`src/rtl/agc_gain_sel.sv`:
```
module agc_gain_sel #(
  parameter int CHANNELS = 8,
  parameter int CODE_W   = 4,
  parameter int LEVELS   = 4,
  parameter int IDX_W    = $clog2(LEVELS)
) (
  input  logic                       clk,
  input  logic                       rst_n,
  input  logic                       smp_valid,
  input  logic [CHANNELS*CODE_W-1:0] smp_bus,
  output logic [IDX_W-1:0]           gain_idx,
  output logic                       gain_chg,
  output logic                       settled
);

  localparam int               CNT_W   = $clog2(CHANNELS + 1);
  localparam logic [IDX_W-1:0] TOP_IDX = IDX_W'(LEVELS - 1);

  logic [CHANNELS-1:0] at_full, at_zero;
  logic [CNT_W-1:0]    full_cnt;
  logic                step_down, step_up;

  for (genvar g = 0; g < CHANNELS; g++) begin : g_chan
    assign at_full[g] = smp_bus[g*CODE_W +: CODE_W] == {CODE_W{1'b1}};
    assign at_zero[g] = smp_bus[g*CODE_W +: CODE_W] == '0;
  end

  always_comb begin
    full_cnt = '0;
    for (int i = 0; i < CHANNELS; i++) full_cnt = full_cnt + CNT_W'(at_full[i]);
  end

  assign step_down = smp_valid && (full_cnt >= CNT_W'(2)) && (gain_idx != '0);
  assign step_up   = smp_valid && (&at_zero) && (gain_idx != TOP_IDX);

  always_ff @(posedge clk) begin
    if (!rst_n) begin
      gain_idx <= TOP_IDX;
      gain_chg <= 1'b0;
      settled  <= 1'b0;
    end else begin
      gain_chg <= step_down || step_up;
      if (step_down)    gain_idx <= gain_idx - IDX_W'(1);
      else if (step_up) gain_idx <= gain_idx + IDX_W'(1);
      if (smp_valid)    settled  <= !(step_down || step_up);
    end
  end

endmodule


```
`config.mk`:
```
export PLATFORM = sky130hd
export DESIGN_NAME = agc_gain_sel
export DESIGN_NICKNAME = d
export VERILOG_FILES = /design/src/rtl/agc_gain_sel.sv
export SDC_FILE = /design/constraint.sdc
export NUM_CORES = 1
export LEC_CHECK = 0
export ABC_AREA = 1
export ABC_CLOCK_PERIOD_IN_PS = 10070
export BUFFER_PORTS_ARGS = -buffer_cell sky130_fd_sc_hd__clkbuf_2
export CORE_MARGIN = 3
export CORE_UTILIZATION = 42
export DETAILED_ROUTE_END_ITERATION = 6
export PLACE_DENSITY = 0.85
export SLEW_MARGIN = 20
export SYNTH_ARGS = -nofsm -noshare
export SYNTH_HDL_FRONTEND = slang
export SYNTH_SLANG_ARGS = --single-unit
```
`constraint.sdc`:
```
create_clock -name clk -period 10.07 [get_ports clk]
set_input_delay 1.007 -clock clk [delete_from_list [all_inputs] [get_ports clk]]
set_output_delay 1.007 -clock clk [all_outputs]
set_load 0.02 [all_outputs]
```
Word level (Yosys, flattened, before mapping)

Cells that the tools add are included.

Input bits: 35
Register bits after elaboration: 4
Output and inout bits: 4
Logic and storage cells: 41

$lt $le $gt $ge: 1
Equality and inequality tests: 9
Mux-type cells: 2
Reductions and logical operators: 17
Add/subtract/negate cells: 9

Operator list:

| kind                  | count |
|---|---|
| $eq A4 B4 Y1 const B  | 8 |
| $logic_not A4 Y1      | 8 |
| $add A4 B1 Y4         | 4 |
| $reduce_and A8 Y1     | 1 |
| $add A3 B1 Y4         | 1 |
| $ge A4 B2 Y1 const B  | 1 |
| $logic_and A1 B1 Y1   | 4 |
| $mux W2               | 2 |
| $reduce_bool A2 Y1    | 2 |
| $add A2 B1 Y3         | 1 |
| $add A1 B1 Y2         | 1 |
| $add A2 B1 Y2 const B | 1 |
| $ne A2 B2 Y1 const B  | 1 |
| $sub A2 B1 Y2 const B | 1 |
| $logic_not A1 Y1      | 1 |
| $logic_or A1 B1 Y1    | 1 |

Depth between registers and ports, before layout

Depth after elaboration: 13
Depth in mapped cells: 16
Mapped depth without buffers: 16

Worst setup path after synthesis

OpenSTA, ideal clock, no wires.

Kind: input -> register
From: input port smp_bus[0]
To: register gain_idx[0]
Arrival time: 3.889 ns
Stages on the path: 16
Path buffers: 0
Library setup time: 0.117 ns
Required time: 9.953 ns
Setup slack: 6.064 ns
Cell sequence: inv_1 -> nor3_1 -> fa_1 -> inv_1 -> fa_1 -> inv_1 -> fa_1 -> ha_1 -> inv_1 -> fa_1 -> xor2_1 -> nand4_1 -> nand3_1 -> nand2_2 -> nand2_2 -> nand3_2

Cells in the longest elaborated chain, start to end: 12
Elaborated cells on any way between the ends: 17
Those cells by class: 7 x add/sub; 1 x order compare; 1 x eq/ne; 1 x mux; 7 x reduce/logical

RTL lines:

| element                                              | RTL line | source |
|---|---|---|
| start, declared                                      | 10       | `input logic [CHANNELS*CODE_W-1:0] smp_bus,` |
| $eq A4 B4 Y1                                         | 24       | `assign at_full[g] = smp_bus[g*CODE_W +: CODE_W] == {CODE_W{1'b1}};` |
| $add A1 B1 Y2                                        | 30       | `for (int i = 0; i < CHANNELS; i++) full_cnt = full_cnt + CNT_W'(at_full[i]);` |
| $add A2 B1 Y3                                        | 30       |  |
| $add A3 B1 Y4                                        | 30       |  |
| $add A4 B1 Y4 (4 in a row)                           | 30       |  |
| $ge A4 B2 Y1                                         | 33       | `assign step_down = smp_valid && (full_cnt >= CNT_W'(2)) && (gain_idx != '0);` |
| $logic_and A1 B1 Y1 (2 in a row)                     | 33       |  |
| $mux W2 / $reduce_bool A2 Y1 (equally long branches) | -        |  |
| end signal, assigned                                 | 43       | `if (step_down) gain_idx <= gain_idx - IDX_W'(1);` |
| end signal, assigned                                 | 44       | `else if (step_up) gain_idx <= gain_idx + IDX_W'(1);` |
| end, declared                                        | 11       | `output logic [IDX_W-1:0] gain_idx,` |

Parallel ways exist; a longest one is shown, timed or not.
A chain may end at the register's enable or synchronous reset.

Worst setup path after layout

Ends and elaborated chain as after synthesis.

==> flow_metrics.env <==
export IMPL_clock_path_buffers=2
export IMPL_die_x_um=42.21
export IMPL_ir_drop_mv=0.05499
export IMPL_drive_above_1_share=0.3561
export IMPL_yosysWarningCount=0
export IMPL_grt_pass1_wl_um=2339
export IMPL_place_hpwl_um=1238
export IMPL_netlist_instances=91
export IMPL_cp_max_fo=3
export IMPL_routed_via_density=4.623
export IMPL_htreeDepth=1
export IMPL_cp_start_kind="input port"
export IMPL_drtIter0Drc=5
export IMPL_setup_viol=0
export IMPL_place_congestion=0.8224
export IMPL_worst_pin_slew_ns=0.2805
export IMPL_p_per_area_nw_per_um2=72.66
export IMPL_drc=0
export IMPL_antenna_left=0
export IMPL_synth_distinct_cells=18
export IMPL_boundaryPins=39
export IMPL_grt_pass1_vias=628
export IMPL_fin_crit_ns=3.978
export IMPL_portBuffers=38
export IMPL_rsz0062_at_grt="no"
export IMPL_globalRoute_busiestLayer="met2"
export IMPL_coreArea_um2=1171
export IMPL_cp_end_kind="flip-flop"
export IMPL_use_met2=0.2736
export IMPL_cp_arrival_ns=4.11
export IMPL_grt_overflow=0
export IMPL_path_class="in -> reg"
export IMPL_synth_nets=133
export IMPL_postCtsSetupBuffers=0
export IMPL_cts_resized=0
export IMPL_worstHoldStart="gain_idx[0]"
export IMPL_track_usage=0.1671
export IMPL_cp_required_ns=10.20
export IMPL_die_area_um2=1781
export IMPL_first_pass_iters=2
export IMPL_status="completed"
export IMPL_max_freq_ghz=0.2514
export IMPL_r2r_start="gain_idx[1]"
export IMPL_synth_seq_cells=4
export IMPL_fp_dieH_um=42.21
export IMPL_reg2reg_depth=5
export IMPL_initial_utilization=0.4701
export IMPL_grt_util_met3=0.03433
export IMPL_hold_violations=0
export IMPL_finalNetCount=176
export IMPL_cts_hold_buffers=0
export IMPL_slew_headroom=0.8116
export IMPL_clk_pin_slew_worst_paths_ns=0.04
export IMPL_maxCapViolCount=0
export IMPL_antenna_found_initial=0
export IMPL_antenna_cells=0
export IMPL_slew_violations=0
export IMPL_cts_tree="built"
export IMPL_ys_seq_area_frac=0.1455
export IMPL_power_leakage_uw=0.0004440
export IMPL_wl_um=1379
export IMPL_cts_made_buffers=3
export IMPL_skew_ns=0.008025
export IMPL_synth_area_leaders="nand2_1 (16%), nor2_1 (16%), dfxtp_1 (15%)"
export IMPL_synth_top_area_share=0.1636
export IMPL_wire_per_inst_um=9.445
export IMPL_grt_max_degree=6
export IMPL_met1_usage=0.1953
export IMPL_finalCritPeriodShare=0.3951
export IMPL_syn_to_final_growth_pct=41.82
export IMPL_hold_path_class="reg -> reg"
export IMPL_r2r_end="gain_idx[0]"
export IMPL_totalPowerFinal_uw=56.73
export IMPL_insertion_delay_ns=0.25
export IMPL_synth_top_area_cell="nand2_1"
export IMPL_clkSinkCount=4
export IMPL_netlist_area_um2=550.5
export IMPL_worstHoldEndpoint="gain_idx[0]"
export IMPL_reg2reg_slack_ns=9.01
export IMPL_num_rows=12
export IMPL_min_path_cells=3
export IMPL_vias=675
export IMPL_ctsRootBufferMaster="clkbuf_4"
export IMPL_syn_avg_cell_area_um2=6.050
export IMPL_tns_ns=0
## metrics by stage
| step | hold slack [ns] | area, µm² | utilization | setup WS, ns | cells |
|---|---|---|---|---|---|
| 3_3_place_gp | 0.5128 | 758.2 | 0.6474 | 5.880 | 143 |
| 4_1_cts | 0.5248 | 780.7 | 0.6667 | 6.056 | 146 |
| 2_1_floorplan | 0.5855 | 550.5 | - | 6.064 | 91 |
| 5_1_grt | 0.5619 | 780.7 | 0.6667 | 5.851 | 146 |
| 3_5_place_dp | 0.5116 | 758.2 | 0.6474 | 5.830 | 143 |
| 6_report | 0.5216 | 780.7 | 0.6667 | 6.092 | 146 |
## cell usage after synthesis
master	number
nand2_1	24
nor2_1	23
inv_1	12
dfxtp_1	4
fa_1	4
nand3_1	4
ha_1	3
nand4_1	3
nand2_2	2
nand3_2	2
nor3_1	2
o21ai_0	2
a21boi_1	1
a21oi_1	1
nor2_2	1
or2_1	1
or2_2	1
xor2_1	1
## cells by family (layout without fill, tap and decap cells)
kind of cell / Yosys count / after routing / share of synthesized area
AO/OA/AOI/OAI: 4 / 4 / 0.04091
adder cells (fa/ha/maj): 7 / 7 / 0.2136
XOR/XNOR: 1 / 1 / 0.01591
flip-flops: 4 / 4 / 0.1455
buffers and inverters: 12 / 53 / 0.08181
AND/OR/NAND/NOR: 63 / 63 / 0.5023
## flip-flops by register name, indices dropped and copies added, names as in the netlist
signal	cells
gain_idx	2
settled	1
gain_chg	1
## layout by cell type (no fill, tap or decap)
| cell | Yosys | final |
|---|---|---|
| nor2_1 | 23 | 23 |
| inv_1 | 12 | 12 |
| or2_1 | 1 | 1 |
| clkbuf_4 | 0 | 3 |
| o21ai_0 | 2 | 2 |
| or2_2 | 1 | 1 |
| nand3_1 | 4 | 4 |
| fa_1 | 4 | 4 |
| ha_1 | 3 | 3 |
| a21boi_1 | 1 | 1 |
| nand3_2 | 2 | 2 |
| a21oi_1 | 1 | 1 |
| nand2_2 | 2 | 2 |
| nand4_1 | 3 | 3 |
| nand2_1 | 24 | 24 |
| clkbuf_2 | 0 | 38 |
| dfxtp_1 | 4 | 4 |
| nor3_1 | 2 | 2 |
| xor2_1 | 1 | 1 |
| nor2_2 | 1 | 1 |
## final cells by class
cell class,instances,area (µm²)
Clock buffer,3,22.52
Fill cell,108,390.4
Inverter,12,45.04
Multi-Input combinational cell,75,425.4
Sequential cell,4,80.08
Tap cell,14,17.52
Timing Repair Buffer,38,190.2
## worst max path at each step
stage                     startpoint     endpoint  cells past startpoint
after global placement    smp_bus[1]  gain_idx[0]                     17
after global routing      smp_bus[3]  gain_idx[0]                     17
after detailed placement  smp_bus[0]  gain_idx[0]                     17
after floorplan           smp_bus[0]  gain_idx[0]                     16
final                     smp_bus[0]  gain_idx[0]                     17
after CTS                 smp_bus[0]  gain_idx[0]                     17
## report_power, final
group	switching [µW]	internal, µW	leakage, µW
sequential	0.412	16.6	0.0000327
combinational	9.51	8.87	0.000397
clock	7.91	13.4	0.0000138
## worst max-delay path: stages
cell and delay (ns):
clkbuf_2 0.08, inv_1 0.06, nor3_1 0.06, fa_1 0.53, inv_1 0.05, fa_1 0.53
inv_1 0.06, fa_1 0.55, ha_1 0.17, inv_1 0.05, fa_1 0.37, xor2_1 0.16
nand4_1 0.11, nand3_1 0.14, nand2_2 0.08, nand2_2 0.05, nand3_2 0.04
## per-layer routing
layer / wire length [µm] / up-vias
met3: 91 / 5
met2: 697 / 19
met5: 0 / -
li1: - / 369
met1: 552 / 282
met4: 38 / 0
Note: power is estimated with default switching activity, not from simulation.
